===== config.mk =====
export PLATFORM = sky130hd
export DESIGN_NAME = hwlock_fair
export DESIGN_NICKNAME = d
export VERILOG_FILES = /design/src/rtl/hwlock_pkg.sv /design/src/rtl/hwlock_lowpick.sv /design/src/rtl/hwlock_rrpick.sv /design/src/rtl/hwlock_slot.sv /design/src/rtl/hwlock_fair.sv
export SDC_FILE = /design/constraint.sdc
export NUM_CORES = 1
export LEC_CHECK = 0
export ABC_AREA = 1
export CAP_MARGIN = 40
export CORE_MARGIN = 2
export CORE_UTILIZATION = 40
export CTS_CLUSTER_DIAMETER = 100
export CTS_CLUSTER_SIZE = 24
export DETAILED_ROUTE_END_ITERATION = 6
export GPL_TIMING_DRIVEN = 0
export HOLD_SLACK_MARGIN = 0.06
export SETUP_SLACK_MARGIN = 0.3
export SLEW_MARGIN = 20
export SYNTH_ARGS = -nofsm -noshare
export SYNTH_HDL_FRONTEND = slang
export SYNTH_SLANG_ARGS = --single-unit

===== constraint.sdc =====
create_clock -name clk -period 7.1 [get_ports clk]
set_input_delay 1.42 -clock clk [delete_from_list [all_inputs] [get_ports clk]]
set_output_delay 1.42 -clock clk [all_outputs]
set_load 0.05 [all_outputs]

===== src/rtl/hwlock_pkg.sv =====
package hwlock_pkg;

  // Per-thread lock state
  typedef enum logic [1:0] {
    TS_FREE = 2'd0,
    TS_WAIT = 2'd1,
    TS_OWN  = 2'd2,
    TS_QUED = 2'd3
  } tstate_t;

  function automatic int idx_width(input int n);
    return (n > 1) ? $clog2(n) : 1;
  endfunction

endpackage


===== src/rtl/hwlock_lowpick.sv =====
// Lowest-index selector: one-hot and binary index of the lowest set bit.
module hwlock_lowpick #(
  parameter int WIDTH = 6,
  parameter int IDX_W = 3
) (
  input  logic [WIDTH-1:0] req_vec,
  output logic [WIDTH-1:0] pick_oh,
  output logic [IDX_W-1:0] pick_idx,
  output logic             pick_any
);

  always_comb begin
    pick_oh  = '0;
    pick_idx = '0;
    pick_any = 1'b0;
    for (int i = WIDTH - 1; i >= 0; i--) begin
      if (req_vec[i]) begin
        pick_oh    = '0;
        pick_oh[i] = 1'b1;
        pick_idx   = IDX_W'(i);
        pick_any   = 1'b1;
      end
    end
  end

endmodule


===== src/rtl/hwlock_rrpick.sv =====
// Circular search: first candidate strictly after base_idx, wrapping modulo WIDTH.
module hwlock_rrpick #(
  parameter int WIDTH = 6,
  parameter int IDX_W = 3
) (
  input  logic [WIDTH-1:0] cand_vec,
  input  logic [IDX_W-1:0] base_idx,
  output logic [WIDTH-1:0] hit_oh,
  output logic             hit_any
);

  always_comb begin
    hit_oh  = '0;
    hit_any = 1'b0;
    for (int k = 1; k <= WIDTH; k++) begin
      int pos;
      pos = (int'(base_idx) + k) % WIDTH;
      if (!hit_any && cand_vec[pos]) begin
        hit_oh[pos] = 1'b1;
        hit_any     = 1'b1;
      end
    end
  end

endmodule


===== src/rtl/hwlock_slot.sv =====
// State of one thread: lock state plus the double-lock halt flag.
module hwlock_slot
  import hwlock_pkg::*;
(
  input  logic    clk,
  input  logic    rst_n,
  input  logic    ev_grant,
  input  logic    ev_park,
  input  logic    ev_double,
  input  logic    ev_release,
  input  logic    ev_handoff,
  output tstate_t st_q,
  output logic    hang_q
);

  tstate_t st_d;
  logic    hang_d;
  logic    slot_en;

  assign slot_en = ev_grant | ev_park | ev_double | ev_release | ev_handoff;

  always_comb begin
    st_d   = st_q;
    hang_d = hang_q;
    if (ev_release) begin
      st_d   = TS_FREE;
      hang_d = 1'b0;
    end else if (ev_handoff) begin
      st_d = TS_QUED;
    end else if (ev_grant) begin
      st_d = TS_OWN;
    end else if (ev_park) begin
      st_d = TS_WAIT;
    end
    if (ev_double) begin
      hang_d = 1'b1;
    end
  end

  always_ff @(posedge clk or negedge rst_n) begin
    if (!rst_n) begin
      st_q   <= TS_FREE;
      hang_q <= 1'b0;
    end else if (slot_en) begin
      st_q   <= st_d;
      hang_q <= hang_d;
    end
  end

endmodule


===== src/rtl/hwlock_fair.sv =====
// Fair multi-thread lock: serialised request service, round-robin handoff.
module hwlock_fair
  import hwlock_pkg::*;
#(
  parameter int N_THREADS = 6
) (
  input  logic                 clk,
  input  logic                 rst_n,
  input  logic [N_THREADS-1:0] lock_req,
  input  logic [N_THREADS-1:0] unlock_req,
  output logic [N_THREADS-1:0] advance,
  output logic [N_THREADS-1:0] halt,
  output logic [N_THREADS-1:0] wake,
  output logic [N_THREADS-1:0] err,
  output logic                 locked
);

  localparam int IDX_W = idx_width(N_THREADS);

  // Pending strobes and registered pulses
  logic [N_THREADS-1:0] pend_lk_q, pend_lk_d;
  logic [N_THREADS-1:0] pend_ul_q, pend_ul_d;
  logic [N_THREADS-1:0] adv_q, adv_d;
  logic [N_THREADS-1:0] wake_q, wake_d;
  logic [N_THREADS-1:0] err_q, err_d;
  logic                 locked_q, locked_d, locked_en;

  // Effective request vectors
  logic [N_THREADS-1:0] eff_lk, eff_ul;

  // Selector results
  logic [N_THREADS-1:0] ul_oh, lk_oh, hand_oh;
  logic [IDX_W-1:0]     ul_idx, lk_idx;
  logic                 ul_any, lk_any, hand_any;

  // Per-thread state views
  tstate_t              st_vec [N_THREADS];
  logic [N_THREADS-1:0] hang_vec;
  logic [N_THREADS-1:0] own_vec, wait_vec, qued_vec;

  // Decoded operation
  logic sel_ul, sel_lk;
  logic ul_ok;
  logic lk_free, lk_qued, lk_dbl, lk_park;
  logic [N_THREADS-1:0] ev_grant, ev_park, ev_double, ev_release, ev_handoff;

  assign eff_lk = pend_lk_q | lock_req;
  assign eff_ul = pend_ul_q | unlock_req;

  hwlock_lowpick #(.WIDTH(N_THREADS), .IDX_W(IDX_W)) u_ulpick (
    .req_vec  (eff_ul),
    .pick_oh  (ul_oh),
    .pick_idx (ul_idx),
    .pick_any (ul_any)
  );

  hwlock_lowpick #(.WIDTH(N_THREADS), .IDX_W(IDX_W)) u_lkpick (
    .req_vec  (eff_lk),
    .pick_oh  (lk_oh),
    .pick_idx (lk_idx),
    .pick_any (lk_any)
  );

  hwlock_rrpick #(.WIDTH(N_THREADS), .IDX_W(IDX_W)) u_rrpick (
    .cand_vec (wait_vec),
    .base_idx (ul_idx),
    .hit_oh   (hand_oh),
    .hit_any  (hand_any)
  );

  // Per-thread state slots
  for (genvar t = 0; t < N_THREADS; t++) begin : g_slot
    hwlock_slot u_slot (
      .clk        (clk),
      .rst_n      (rst_n),
      .ev_grant   (ev_grant[t]),
      .ev_park    (ev_park[t]),
      .ev_double  (ev_double[t]),
      .ev_release (ev_release[t]),
      .ev_handoff (ev_handoff[t]),
      .st_q       (st_vec[t]),
      .hang_q     (hang_vec[t])
    );
    assign own_vec[t]  = (st_vec[t] == TS_OWN);
    assign wait_vec[t] = (st_vec[t] == TS_WAIT);
    assign qued_vec[t] = (st_vec[t] == TS_QUED);
  end

  // Operation decode: unlocks before locks
  always_comb begin
    sel_ul  = ul_any;
    sel_lk  = lk_any & ~ul_any;
    ul_ok   = sel_ul & locked_q & (|(ul_oh & own_vec));
    lk_free = sel_lk & ~locked_q;
    lk_qued = sel_lk & locked_q & (|(lk_oh & qued_vec));
    lk_dbl  = sel_lk & locked_q & (|(lk_oh & own_vec));
    lk_park = sel_lk & locked_q & ~lk_qued & ~lk_dbl;
  end

  always_comb begin
    ev_release = ul_ok ? ul_oh : '0;
    ev_handoff = (ul_ok && hand_any) ? hand_oh : '0;
    ev_grant   = (lk_free || lk_qued) ? lk_oh : '0;
    ev_double  = lk_dbl ? lk_oh : '0;
    ev_park    = lk_park ? lk_oh : '0;
  end

  // Next-state for shared registers
  always_comb begin
    pend_lk_d = eff_lk & ~(sel_lk ? lk_oh : '0);
    pend_ul_d = eff_ul & ~(sel_ul ? ul_oh : '0);
    adv_d     = ev_grant | ev_double;
    wake_d    = ev_handoff;
    err_d     = ev_double | ((sel_ul && !ul_ok) ? ul_oh : '0);
    locked_en = ul_ok | lk_free;
    locked_d  = locked_q;
    if (ul_ok) begin
      locked_d = hand_any;
    end else if (lk_free) begin
      locked_d = 1'b1;
    end
  end

  always_ff @(posedge clk or negedge rst_n) begin
    if (!rst_n) begin
      pend_lk_q <= '0;
      pend_ul_q <= '0;
      adv_q     <= '0;
      wake_q    <= '0;
      err_q     <= '0;
    end else begin
      pend_lk_q <= pend_lk_d;
      pend_ul_q <= pend_ul_d;
      adv_q     <= adv_d;
      wake_q    <= wake_d;
      err_q     <= err_d;
    end
  end

  always_ff @(posedge clk or negedge rst_n) begin
    if (!rst_n) begin
      locked_q <= 1'b0;
    end else if (locked_en) begin
      locked_q <= locked_d;
    end
  end

  assign advance = adv_q;
  assign wake    = wake_q;
  assign err     = err_q;
  assign locked  = locked_q;
  assign halt    = wait_vec | hang_vec;

endmodule


== Word-level counts from Yosys, hierarchy flattened ==
Cells that the tools add are included.
Word-level totals
  bits in registers: 49
  input bits: 14
Cells by class
  $add $sub $neg: 6
  divide/modulo/power cells: 6
  order comparisons: 12
  equal/unequal tests: 18
  mux-type cells: 118
  bitwise gates (word level): 55
  reduce and logical (&&, ||, !) cells: 49
Operator list (count)
  greater-or-equal comparator 32 x 1 -> 1 bit (second input constant): 6
  < comparator 32 x 5 -> 1 bit (second input constant): 6
  modulo 32 x 4 -> 32 bit (second input constant): 6
  2-to-1 mux 6 bit: 26
  bitwise OR 6 bit: 10
  2-to-1 mux 1 bit: 50
  2-to-1 mux 2 bit: 24
  AND 6 bit: 5
  AND reduction 2 bit: 13
  bitwise OR 1 bit: 25
  equality test 2 bit (second input constant): 12
  nonzero test 4 bit: 6
  binary-select mux 1 bit (select 3 bit): 6
  demux 1 bit (select 3 bit): 6
  2-to-1 mux 3 bit: 6
  OR reduction 6 bit: 3
  nonzero test 2 bit: 7
  logical AND 1 bit: 13
  adder 3 x 3 -> 4 bit (second input constant): 3
  equality test 2 x 1 -> 1 bit (second input constant): 6
  inverter 6 bit: 2
  AND 1 bit: 9
  adder 3 x 2 -> 4 bit (second input constant): 2
  zero test 1 bit: 6
  3 further kinds: 6

== Logic depth before layout (Yosys ltp) ==
Gate-level depths: netlist (run 1).
  word-level depth: 32
  mapped depth: 31
  depth with buffers taken out: 28

== Modules after synthesis ==
From an unflattened synthesis (run 1), not the netlist that was laid out.
Second synthesis, totals
  cell total of the unflattened synthesis: 660
  area, all modules: 4389.2 um^2
Modules (own cells, without submodules)
  hwlock_rrpick: instances 1, cells each 305, area each 1692.9 um^2, sequential area each 0.0 um^2
  hwlock_fair: instances 1, cells each 207, area each 1670.4 um^2, sequential area each 775.7 um^2
  hwlock_slot: instances 6, cells each 17, area each 136.4 um^2, sequential area each 75.1 um^2
  hwlock_lowpick: instances 2, cells each 23, area each 103.8 um^2, sequential area each 0.0 um^2

== Worst setup path before layout (run 1) ==
OpenSTA, ideal clock, no wires.
  path kind: input-to-reg
  start: in unlock_req[1]
  end: reg g_slot[5].u_slot.st_q[1]
  data arrival time: 4.617 ns
  data required time: 7.027 ns
  path slack: 2.410 ns
  cell stages on the path: 19
  path through: nor2_2 -> nand2_4 -> nor2_1 -> inv_1 -> ha_1 -> clkbuf_1 -> clkinv_1 -> ha_1 -> o21ai_2 -> inv_1 -> nand3_1 -> nand3_2 -> nor3_2 -> buf_4 -> and2_4 -> nand3_1 -> nand3_1 -> nand2_1 -> a21oi_2
Between the ends
  word-level cells in the longest chain between the ends: 28
  elaborated cells on any way between the ends: 124
RTL lines
  start, declared: line hwlock_fair.sv:10  | input logic [N_THREADS-1:0] unlock_req,
  bitwise OR 6 bit (*): line hwlock_fair.sv:48  | assign eff_ul = pend_ul_q | unlock_req;
  parallel branches: the longest is 27 deep, another holds modulo 32 x 4 -> 32 bit
  end signal, assigned: line hwlock_slot.sv:45  | st_q <= st_d;
  end, declared: line hwlock_slot.sv:12  | output tstate_t st_q,
Every way passes the cells marked *. The select of a mux whose other input is x is not followed.
A chain may end at the register's enable or synchronous reset.

== Worst setup path after layout (run 1) ==
  start: in unlock_req[0]
  end: reg g_slot[5].u_slot.st_q[1]
Between the ends
  word-level cells in the longest chain between the ends: 27
  elaborated cells on any way between the ends: 121
RTL lines (line)
  bitwise OR 6 bit (*): hwlock_fair.sv:48
  parallel branches: the longest is 26 deep, another holds modulo 32 x 4 -> 32 bit
Marks and branches as above.

==> out/results.tsv, run 1 <==
stage	metric	value	unit
outcome	status	completed	
clock_network	total CTS buffers	5	
worst_hold_path	Min-Delay Path Depth	2	
power_and_ir_drop	LEAKAGE	2.40	nW
drt	via count	3831	
drt	Antenna Nets Post-Route	0	
yosys	Synth area leader	dfrtp_1	
setup_path	worst path arrival time	5910	ps
cells_and_area	fill cell count	1007	
drt	post-DR vias/cell	5.01	
setup_path	Crit Path Class	in -> reg	
timing	setup TNS	0	ps
yosys	Synth Flop Type	dfrtp_1	
setup_path	crit end category	flop	
timing	Rel. slew slack	58.8	%
clock_network	Root Driver	clkbuf_8	
floorplan	Initial Utilization	40.6	%
yosys	Seq/Total Area, Yosys	31.5	%
clock_network	H-Tree Depth	2	
drt	Routed WL per cell	13.4	µm
placement	GPL Wtd Cong	0.922	
yosys	post-synthesis cell area	0.00389	mm²
timing	clk_skew	7.88	ps
grt	number of global-route vias before repair	3627	
cells_and_area	multi-input logic area	0.00217	mm²
timing	Max Fclk	176	MHz
timing	minimum clock period	5680	ps
timing	worst-margin pin slew	616	ps
power_and_ir_drop	maximum vdd ir drop	65.7	µV
setup_path	Worst R2R Start	pend_ul_q[0]	
timing	final worst-path cycle share	80.0	%
power_and_ir_drop	combinational power share	17.7	%
timing	RSZ-0062 raised after global routing	no	
cells_and_area	number of diodes	0	
setup_path	critical-path maximum fanout	10	
yosys	Unique masters post-synth	42	
setup_path	R2R depth	19	
placement	Buffers on Ports	38	
cells_and_area	Area growth syn-to-layout	16.6	%
drt	total wire length	10200	µm
worst_hold_path	Hold Path Class	reg -> reg	
grt	met2 Usage GRT	36.0	%
power_and_ir_drop	Psw	0.000158	W
floorplan	Die Wd	103	µm
setup_path	Worst setup SP type	input port	
cells_and_area	Register Area	0.00123	mm²
yosys	count leader, synth	inv_1	
yosys	proportion of netlist area held by the largest area contributor	31.5	%
yosys	syn_area_per_cell	6.66	µm²
floorplan	Row Count	36	
job	max_cap viols	0	
grt	first-pass GRT wire length	16900	µm
grt	GRT Total Usage	20.3	%
clock_network	maximum clock insertion buffer count	2	
setup_path	RR Endpoint	g_slot[5].u_slot.st_q[1]	
drt	drt drc	0	
power_and_ir_drop	Power per Cell Area	119	mW/mm²
grt	initial antenna violation count	0	
floorplan	chip height	103	µm
clock_network	clk_lat worst skew	300	ps
clock_network	post-CTS setup repair buffer count	0	
power_and_ir_drop	register share of total power	52.0	%
clock_network	cts hold-fix bufs	0	
placement	dpl hpwl	8290	µm
placement	area post-placement	0.00446	mm²
yosys	count of flip-flops with a built-in enable after synthesis	0	
clock_network	CTS tree	yes	
placement	Placed Cells	757	
clock_network	Gates resized, CTS repair	0	
clock_network	CTS sink count	49	
yosys	Synth top cells by count	inv_1 (116), nand2_1 (108), nor2_1 (88)	
cells_and_area	final cell count without fillers	765	
grt	GRT busiest layer	met2	
drt	DRT iter0 DRCs	196	
floorplan	Die ar.	0.0105	mm²
grt	largest net degree at the start of global routing	27	
timing	final setup violation count	0	
timing	Fin. Hold Viols	0	
cells_and_area	Final Cell Area	0.00454	mm²
worst_hold_path	Hold Path End	g_slot[5].u_slot.hang_q	
yosys	Mapped Nets	619	
drt	Pre-antenna DRT Iters	5	
floorplan	core footprint	0.00959	mm²
grt	GR Layer Usage met1	26.0	%
yosys	FFs w/ async S/R, synth	100	%
power_and_ir_drop	clock power share	30.3	%
yosys	warnings from Yosys	0	
setup_path	Crit path required time	7330	ps
setup_path	R2R Setup Slk	2610	ps
yosys	FF+latch count, synth	49	
power_and_ir_drop	net switching fraction of the power	29.1	%
timing	Max Slew Vio Count	0	
floorplan	Ports	39	
yosys	Synth area leaders	dfrtp_1 (31%), inv_1 (11%), nand2_1 (10%), nand3_1 (9.3%), nor2_1 (8.5%)	
worst_hold_path	Hold Crit Start	g_slot[5].u_slot.hang_q	
grt	grt total ovfl	0	
clock_network	Worst-path clk slew	90	ps
cells_and_area	nets	665	
cells_and_area	fraction of layout cells with a size suffix above 1	8.39	%
yosys	post-synthesis cell count	585	
grt	M3 GR Usage	1.97	%
power_and_ir_drop	P_int	0.000384	W
[layer usage]
layer  wire length [µm]  share of wire [%]
met1               4650                 46
met3                485                4.7
met2               4820                 47
met5                  0                  0
met4                255                2.5
[worst max-delay path, stage by stage]
cell             delay [ps]
clkdlybuf4s50_1         440
nor2_4                  290
nand2_4                 120
nor2_1                  510
inv_1                   260
ha_1                    420
clkbuf_1                300
clkinv_1                290
ha_1                    370
o21ai_2                 200
inv_1                    90
nand3_1                 120
nand3_2                 140
nor3_2                  160
buf_4                   190
and2_4                  160
nand3_1                  60
nand3_1                  90
nand2_1                 120
a21oi_2                 130
[registers in the layout, indices dropped and copies added, names as in the netlist]
| signal | flops |
|---|---|
| g_slot.u_slot.st_q | 12 |
| advance | 6 |
| err | 6 |
| g_slot.u_slot.hang_q | 6 |
| pend_lk_q | 6 |
| pend_ul_q | 6 |
| wake | 6 |
| locked | 1 |
[power groups by stage]
stage               Clock [W]  Combinational (W)  Sequential (W)
floorplan                   0          0.0000616        0.000290
global placement            0          0.0000937        0.000287
detailed placement          0          0.0000960        0.000287
CTS                  0.000170          0.0000963        0.000282
global route         0.000180           0.000108        0.000282
finish               0.000164          0.0000961        0.000282
[logic make-up (layout without fill, tap and decap cells)]
logic type               after synthesis  after routing  synth area share [%]
adder cells (fa/ha/maj)               20             20                  6.43
buffers and inverters                125            172                  12.7
AND/OR/NAND/NOR                      329            329                  39.6
flip-flops                            49             49                  31.5
AO/OA/AOI/OAI                         61             61                  9.64
other                                  1              1                0.0963
[through the flow]
step | utilization [%] | power, W | hold slack, ps | setup slack, ps
finish | 47.3 | 0.000542 | 505 | 1420
global route | 47.3 | 0.000570 | 528 | 969
CTS | 47.3 | 0.000548 | 505 | 1370
detailed placement | 46.4 | 0.000383 | 484 | 1060
global placement | 46.3 | 0.000381 | 476 | 1080
floorplan | - | 0.000352 | 459 | 2410
[layout make-up]
type                    instances  area share (%)
plain buffers                   7            1.16
clock buffers                   6            1.60
clock inverters                 2           0.303
inverters                     118            9.75
multi-input cells             411            47.8
flip-flops and latches         49            27.0
well taps                     133            3.66
repair buffers                 39            8.71
[worst max path at each step]
stage                   from                  endpoint  slack [ps]  cells after the start
2_1_floorplan  unlock_req[1]  g_slot[5].u_slot.st_q[1]        2410                     19
3_3_place_gp   unlock_req[0]  g_slot[5].u_slot.st_q[1]        1080                     20
3_5_place_dp   unlock_req[0]  g_slot[5].u_slot.st_q[1]        1060                     20
4_1_cts        unlock_req[0]  g_slot[5].u_slot.st_q[1]        1370                     20
5_1_grt        unlock_req[0]  g_slot[5].u_slot.st_q[1]         970                     20
6_report       unlock_req[0]  g_slot[5].u_slot.st_q[1]        1420                     20
[cell usage in the layout (no fill, tap or decap), types with 5 or more instances in the layout]
master             n
nand2_2           12
inv_1            116
nor3_1             9
dfrtp_1           49
nand2_4            5
o21ai_0           24
ha_1              20
clkdlybuf4s50_1   37
nand2_1          108
a21oi_1           12
nand4_1           18
clkbuf_8           5
nand3_1           72
nor2_1            88
(Power assumes the default switching activity.)
==> run 2: changes to the inputs <==
==> constraint.sdc (replaced) <==
create_clock -name clk -period 5.25 [get_ports clk]
set_input_delay 1.05 -clock clk [delete_from_list [all_inputs] [get_ports clk]]
set_output_delay 1.05 -clock clk [all_outputs]
set_load 0.05 [all_outputs]
==> run 2 against run 1 <==
Effect of this change: sequential power rose by 35%; sequential cell count did not move; clock power rose by 36%; global-route usage rose by 0.057 points; clock skew barely moved; die area did not move; largest cell class unchanged; register-to-register slack got worse by 1300 ps; hold slack improved by 3.0 ps; via count rose by 0.63%; final cell count rose by 0.92%.
==> out/results.tsv, run 2 (synthesis gave the netlist of run 1 again) <==
stage	metric	value	unit	change
outcome	status	completed		
grt	met2 Usage GRT	36.0	%	+0.050 points
clock_network	clk_lat worst skew	300	ps	about the same
timing	Max Fclk	214	MHz	
placement	Buffers on Ports	38		unchanged
drt	Routed WL per cell	13.4	µm	+0.19%
timing	Fin. Hold Viols	0		unchanged
floorplan	Row Count	36		unchanged
timing	RSZ-0062 raised after global routing	no		
worst_hold_path	Hold Path Class	reg -> reg		
grt	number of global-route vias before repair	3643		+0.44%
power_and_ir_drop	maximum vdd ir drop	89.0	µV	+35%
setup_path	RR Endpoint	g_slot[3].u_slot.st_q[0]		
placement	Placed Cells	757		unchanged
clock_network	Worst-path clk slew	90	ps	about the same
setup_path	most frequent CP cell	nand2_1		
clock_network	cts hold-fix bufs	0		unchanged
grt	first-pass GRT wire length	16900	µm	+0.33%
floorplan	Ports	39		unchanged
cells_and_area	Area growth syn-to-layout	20.6	%	
grt	GRT busiest layer	met2		
grt	initial antenna violation count	0		unchanged
clock_network	total CTS buffers	5		unchanged
setup_path	R2R Setup Slk	1340	ps	-1270 ps
drt	Antenna Nets Post-Route	0		unchanged
setup_path	crit end category	flop		
timing	minimum clock period	4680	ps	
cells_and_area	fill cell count	992		-1.5%
setup_path	Crit Path Class	in -> reg		
clock_network	H-Tree Depth	2		unchanged
setup_path	critical-path maximum fanout	13		+3
worst_hold_path	Hold Path End	g_slot[5].u_slot.hang_q		
grt	M3 GR Usage	1.90	%	-0.068 points
setup_path	R2R depth	26		+7
grt	GR Layer Usage met1	26.1	%	+0.13 points
timing	worst-margin pin slew	562	ps	-54.2 ps
job	max_cap viols	0		unchanged
timing	clk_skew	7.72	ps	-0.163 ps
cells_and_area	nets	672		+1.1%
setup_path	Worst setup SP type	input port		
power_and_ir_drop	Power per Cell Area	159	mW/mm²	+33%
timing	Max Slew Vio Count	0		unchanged
cells_and_area	Top reg by flops	g_slot.u_slot.st_q		
floorplan	core footprint	0.00959	mm²	unchanged
clock_network	CTS sink count	49		unchanged
setup_path	Worst Path Buf+Inv	5		-1
grt	GRT Total Usage	20.3	%	+0.057 points
worst_hold_path	Hold Crit Start	g_slot[5].u_slot.hang_q		
drt	drt drc	0		unchanged
cells_and_area	commonest cells after routing, fill and taps aside	inv_1 (115), nand2_1 (105), nor2_1 (87)		
drt	via count	3855		+0.63%
setup_path	Max stage delay cell, worst path	clkdlybuf4s50_1		
cells_and_area	fraction of layout cells with a size suffix above 1	11.6	%	+3.2 points
setup_path	worst path arrival time	4890	ps	-1020 ps
placement	dpl hpwl	8290	µm	unchanged
timing	final worst-path cycle share	89.2	%	
grt	largest net degree at the start of global routing	27		unchanged
floorplan	Die Wd	103	µm	unchanged
timing	Rel. slew slack	62.6	%	+3.8 points
drt	DRT iter0 DRCs	240		+22%
drt	post-DR vias/cell	4.99		-0.29%
cells_and_area	most common cell after layout, fill and taps aside	inv_1		
power_and_ir_drop	LEAKAGE	2.45	nW	+2.1%
drt	total wire length	10300	µm	+1.1%
cells_and_area	max FFs per register	12		unchanged
cells_and_area	final cell count without fillers	772		+0.92%
drt	Pre-antenna DRT Iters	5		unchanged
timing	final setup violation count	0		unchanged
worst_hold_path	Min-Delay Path Depth	2		unchanged
timing	setup TNS	0	ps	unchanged
floorplan	Initial Utilization	40.6	%	unchanged
clock_network	CTS tree	yes		
setup_path	Crit path largest cell delay	440	ps	-70 ps
setup_path	Worst R2R Start	pend_ul_q[2]		
cells_and_area	number of diodes	0		unchanged
timing	Hold Worst Slack	508	ps	+2.99 ps
floorplan	Die ar.	0.0105	mm²	unchanged
clock_network	Root Driver	clkbuf_8		
setup_path	Crit path required time	5460	ps	-1870 ps
placement	GPL Wtd Cong	0.922		unchanged
grt	grt total ovfl	0		unchanged
setup_path	delay-heaviest family, CP	simple AND/OR/NAND/NOR gates		
floorplan	chip height	103	µm	unchanged
clock_network	maximum clock insertion buffer count	2		unchanged
-- run 2: report_power, final --
part	leakage (nW)	internal, W	switching (W)
Clock	0.0456	0.0000952	0.000127
Sequential	0.555	0.000380	0.00000155
Combinational	1.85	0.0000497	0.0000909
Total	2.45	0.000525	0.000220
-- run 2: metal layers --
metal / part of all wire (%) / routed length, µm
met3: 4.3 / 440
met2: 48 / 4930
met1: 45 / 4690
met4: 2.5 / 261
met5: 0 / 0
-- run 2: worst max-delay path by stage --
stage | start | endpoint | depth (start not counted)
2_1_floorplan | unlock_req[1] | g_slot[5].u_slot.st_q[1] | 19
3_3_place_gp | unlock_req[0] | g_slot[5].u_slot.st_q[1] | 20
3_5_place_dp | unlock_req[0] | g_slot[5].u_slot.st_q[1] | 20
4_1_cts | unlock_req[4] | g_slot[5].u_slot.st_q[1] | 22
5_1_grt | unlock_req[2] | g_slot[3].u_slot.st_q[0] | 28
6_report | unlock_req[0] | g_slot[3].u_slot.st_q[0] | 26
-- run 2: worst register-to-register path, cell delays in order, from the launching register on --
cell and delay, ps:
dfrtp_1 410, nor2_4 140, buf_4 130, nand2_2 90, nor2_8 180, nand2_4 80, buf_6 160, ha_1 240
nand3_1 280, nand2_1 190, ha_1 330, inv_1 70, nand2_2 70, nand2_2 110, nand2_4 80, nor2_4 150
nand2_1 80, o21ai_2 160, nor2_2 110, a21oi_4 130, nand3_1 110, nand2_1 120, inv_2 100, nand2_2 120
nand3_1 80, nand2_1 70, inv_1 40
-- run 2: cell type report --
cell class,instances,area [µm²],share of cell area [%]
well taps,133,166,3.54
clock buffers,6,72.6,1.55
multi-input cells,411,2250,48.0
flip-flops and latches,49,1230,26.1
inverters,118,445,9.49
clock inverters,2,13.8,0.293
plain buffers,7,65.1,1.39
repair buffers,46,450,9.59
-- run 2: repair_timing --
action                     in CTS  in global routing
gates resized for setup         7                 20
setup endpoints to repair      17                 17
setup buffers                   0                  7
pin swaps                       0                  5
cloned                          0                  0
-- run 2: stage by stage --
stage / utilization, % / instance area [µm²] / worst slack, ps / power [W]
global route: 48.9 / 4690 / 263 / 0.000782
detailed placement: 46.4 / 4460 / -419 / 0.000518
CTS: 47.7 / 4580 / 273 / 0.000744
floorplan: - / 3890 / 930 / 0.000476
finish: 48.9 / 4690 / 567 / 0.000745
global placement: 46.3 / 4440 / -398 / 0.000515
==> run 3: changes to the inputs <==
--- a/config.mk
+++ b/config.mk
@@ -6,7 +6,7 @@
 export NUM_CORES = 1
 export LEC_CHECK = 0
 export ABC_AREA = 1
-export CAP_MARGIN = 40
+export CAP_MARGIN = 10
 export CORE_MARGIN = 2
 export CORE_UTILIZATION = 40
 export CTS_CLUSTER_DIAMETER = 100
==> run 3 against run 2 <==
Effect of this change: sequential cell count is the same; sequential power about the same; fmax is 0.31% lower; critical path depth stayed put; critical endpoint is now g_slot[3].u_slot.st_q[1]; critical path type unchanged; via count grew 0.62%; highest routed layer unchanged; clock power is essentially flat.
==> out/results.tsv, run 3 (synthesis gave the netlist of run 1 again) <==
stage	metric	value	unit	change
outcome	status	completed		
clock_network	Root Driver	clkbuf_8		
cells_and_area	Register Area	0.00123	mm²	unchanged
grt	largest net degree at the start of global routing	27		unchanged
drt	Routed WL per cell	13.5	µm	+0.69%
timing	setup TNS	0	ps	unchanged
setup_path	Crit path required time	5450	ps	about the same
cells_and_area	fill cell count	981		-1.1%
setup_path	crit end category	flop		
cells_and_area	commonest cells after routing, fill and taps aside	inv_1 (113), nand2_1 (105), nor2_1 (86)		
timing	final worst-path setup slack	553	ps	-14.4 ps
cells_and_area	final cell count without fillers	774		+0.26%
power_and_ir_drop	Power per Cell Area	158	mW/mm²	-0.28%
grt	grt total ovfl	0		unchanged
timing	Max Slew Vio Count	0		unchanged
job	max_cap viols	0		unchanged
setup_path	Crit path largest cell delay	440	ps	about the same
setup_path	Worst setup SP type	input port		
setup_path	most frequent CP cell	nand2_1		
worst_hold_path	Hold Path Class	reg -> reg		
floorplan	Row Count	36		unchanged
clock_network	Worst-path clk slew	90	ps	about the same
cells_and_area	fraction of layout cells with a size suffix above 1	12.3	%	+0.74 points
clock_network	clk_lat worst skew	300	ps	about the same
setup_path	Max stage delay cell, worst path	clkdlybuf4s50_1		
power_and_ir_drop	Pwr Total	0.000747	W	+0.33%
cells_and_area	most common cell after layout, fill and taps aside	inv_1		
worst_hold_path	Hold Crit Start	g_slot[5].u_slot.hang_q		
drt	post-DR vias/cell	5.01		+0.36%
timing	final setup violation count	0		unchanged
timing	Fin. Hold Viols	0		unchanged
timing	Max Fclk	213	MHz	-0.31%
cells_and_area	Area growth syn-to-layout	21.3	%	
clock_network	total CTS buffers	5		unchanged
floorplan	Die Wd	103	µm	unchanged
drt	Pre-antenna DRT Iters	5		unchanged
floorplan	Ports	39		unchanged
clock_network	H-Tree Depth	2		unchanged
setup_path	worst path arrival time	4890	ps	about the same
setup_path	Worst R2R Start	pend_ul_q[2]		
timing	minimum clock period	4700	ps	+14.4 ps
setup_path	Crit Path Class	in -> reg		
placement	dpl hpwl	8350	µm	+0.73%
grt	GRT Total Usage	20.7	%	+0.37 points
timing	final worst-path cycle share	89.5	%	+0.27 points
placement	GPL Wtd Cong	0.922		unchanged
drt	via count	3879		+0.62%
drt	Antenna Nets Post-Route	0		unchanged
timing	worst-margin pin slew	579	ps	+17.3 ps
floorplan	chip height	103	µm	unchanged
floorplan	Initial Utilization	40.6	%	unchanged
cells_and_area	number of diodes	0		unchanged
grt	number of global-route vias before repair	3678		+0.96%
drt	drt drc	0		unchanged
drt	total wire length	10400	µm	+0.95%
timing	Rel. slew slack	61.4	%	-1.2 points
placement	Buffers on Ports	38		unchanged
clock_network	CTS sink count	49		unchanged
cells_and_area	Top reg by flops	g_slot.u_slot.st_q		
timing	RSZ-0062 raised after global routing	yes		
cells_and_area	max FFs per register	12		unchanged
floorplan	Die ar.	0.0105	mm²	unchanged
grt	first-pass GRT wire length	17200	µm	+1.5%
setup_path	Worst Setup SP	unlock_req[2]		
placement	worst slack at placement	-446	ps	-27.3 ps
floorplan	core footprint	0.00959	mm²	unchanged
power_and_ir_drop	LEAKAGE	2.46	nW	+0.55%
drt	DRT iter0 DRCs	177		-26%
clock_network	cts hold-fix bufs	0		unchanged
power_and_ir_drop	maximum vdd ir drop	80.7	µV	-9.4%
grt	initial antenna violation count	0		unchanged
placement	Placed Cells	757		unchanged
timing	Hold Worst Slack	508	ps	+0.396 ps
clock_network	maximum clock insertion buffer count	2		unchanged
cells_and_area	nets	674		+0.30%
cells_and_area	multi-input logic area	0.00226	mm²	+0.11%
setup_path	critical-path maximum fanout	13		unchanged
timing	clk_skew	7.76	ps	+0.0396 ps
clock_network	CTS tree	yes		
-- run 3: cell count changes in the layout (fill, tap and decap cells not counted) --
cell      before  now
nor2_1        87   86
buf_12         1    2
inv_1        115  113
inv_4          1    0
buf_4          8    9
inv_2          2    4
nor2_2         1    2
clkinv_2       1    2
-- run 3: layout make-up --
class | count | share of cell area, %
timing repair buffer | 48 | 10.1
clock buffer | 6 | 1.54
clock inverter | 2 | 0.291
sequential | 49 | 26.0
multi-input combinational | 411 | 47.8
inverter | 118 | 9.40
tap | 133 | 3.52
buffer | 7 | 1.38
-- run 3: path summary, 6_finish.rpt --
path	slack (ps)	endpoint	cells after the start
worst max-delay path	550	g_slot[3].u_slot.st_q[1]	26
worst max register to register	1320	g_slot[3].u_slot.st_q[1]	25
max in group asynchronous	3980	err[1]	2
min in group asynchronous	730	wake[5]	1
worst min-delay path	510	g_slot[5].u_slot.hang_q	2
worst min register to register	510	g_slot[5].u_slot.hang_q	2
-- run 3: metal layers --
layer	part of all wire (%)	GRT usage, %
met1	44	27.1
met5	0	0
met3	5.3	1.90
met2	48	35.7
met4	2.9	7.38
-- run 3: through the flow --
step,util [%],area [µm²]
6_report,49.2,4720
4_1_cts,47.6,4570
3_3_place_gp,46.3,4440
3_5_place_dp,46.4,4460
2_1_floorplan,-,3890
5_1_grt,49.2,4720
-- run 3: report_power, final --
group / switching, W / leakage (nW) / total (W) / internal, W
Sequential: 0.00000155 / 0.555 / 0.000381 / 0.000380
Clock: 0.000128 / 0.0456 / 0.000223 / 0.0000952
Combinational: 0.0000919 / 1.86 / 0.000143 / 0.0000510
-- run 3: what timing repair did --
| action | CTS | global route |
|---|---|---|
| gates resized for setup | 7 | 22 |
| setup endpoints to repair | 17 | 17 |
| setup buffers | 0 | 9 |
| pin swaps | 0 | 8 |
-- run 3: critical path, delay by kind of cell --
kind / cells / cell delay, ps
buffers and inverters: 5 / 970
AOI/OAI and AO/OA: 2 / 340
adders and majority gates: 2 / 570
and+or+nand+nor: 17 / 1950
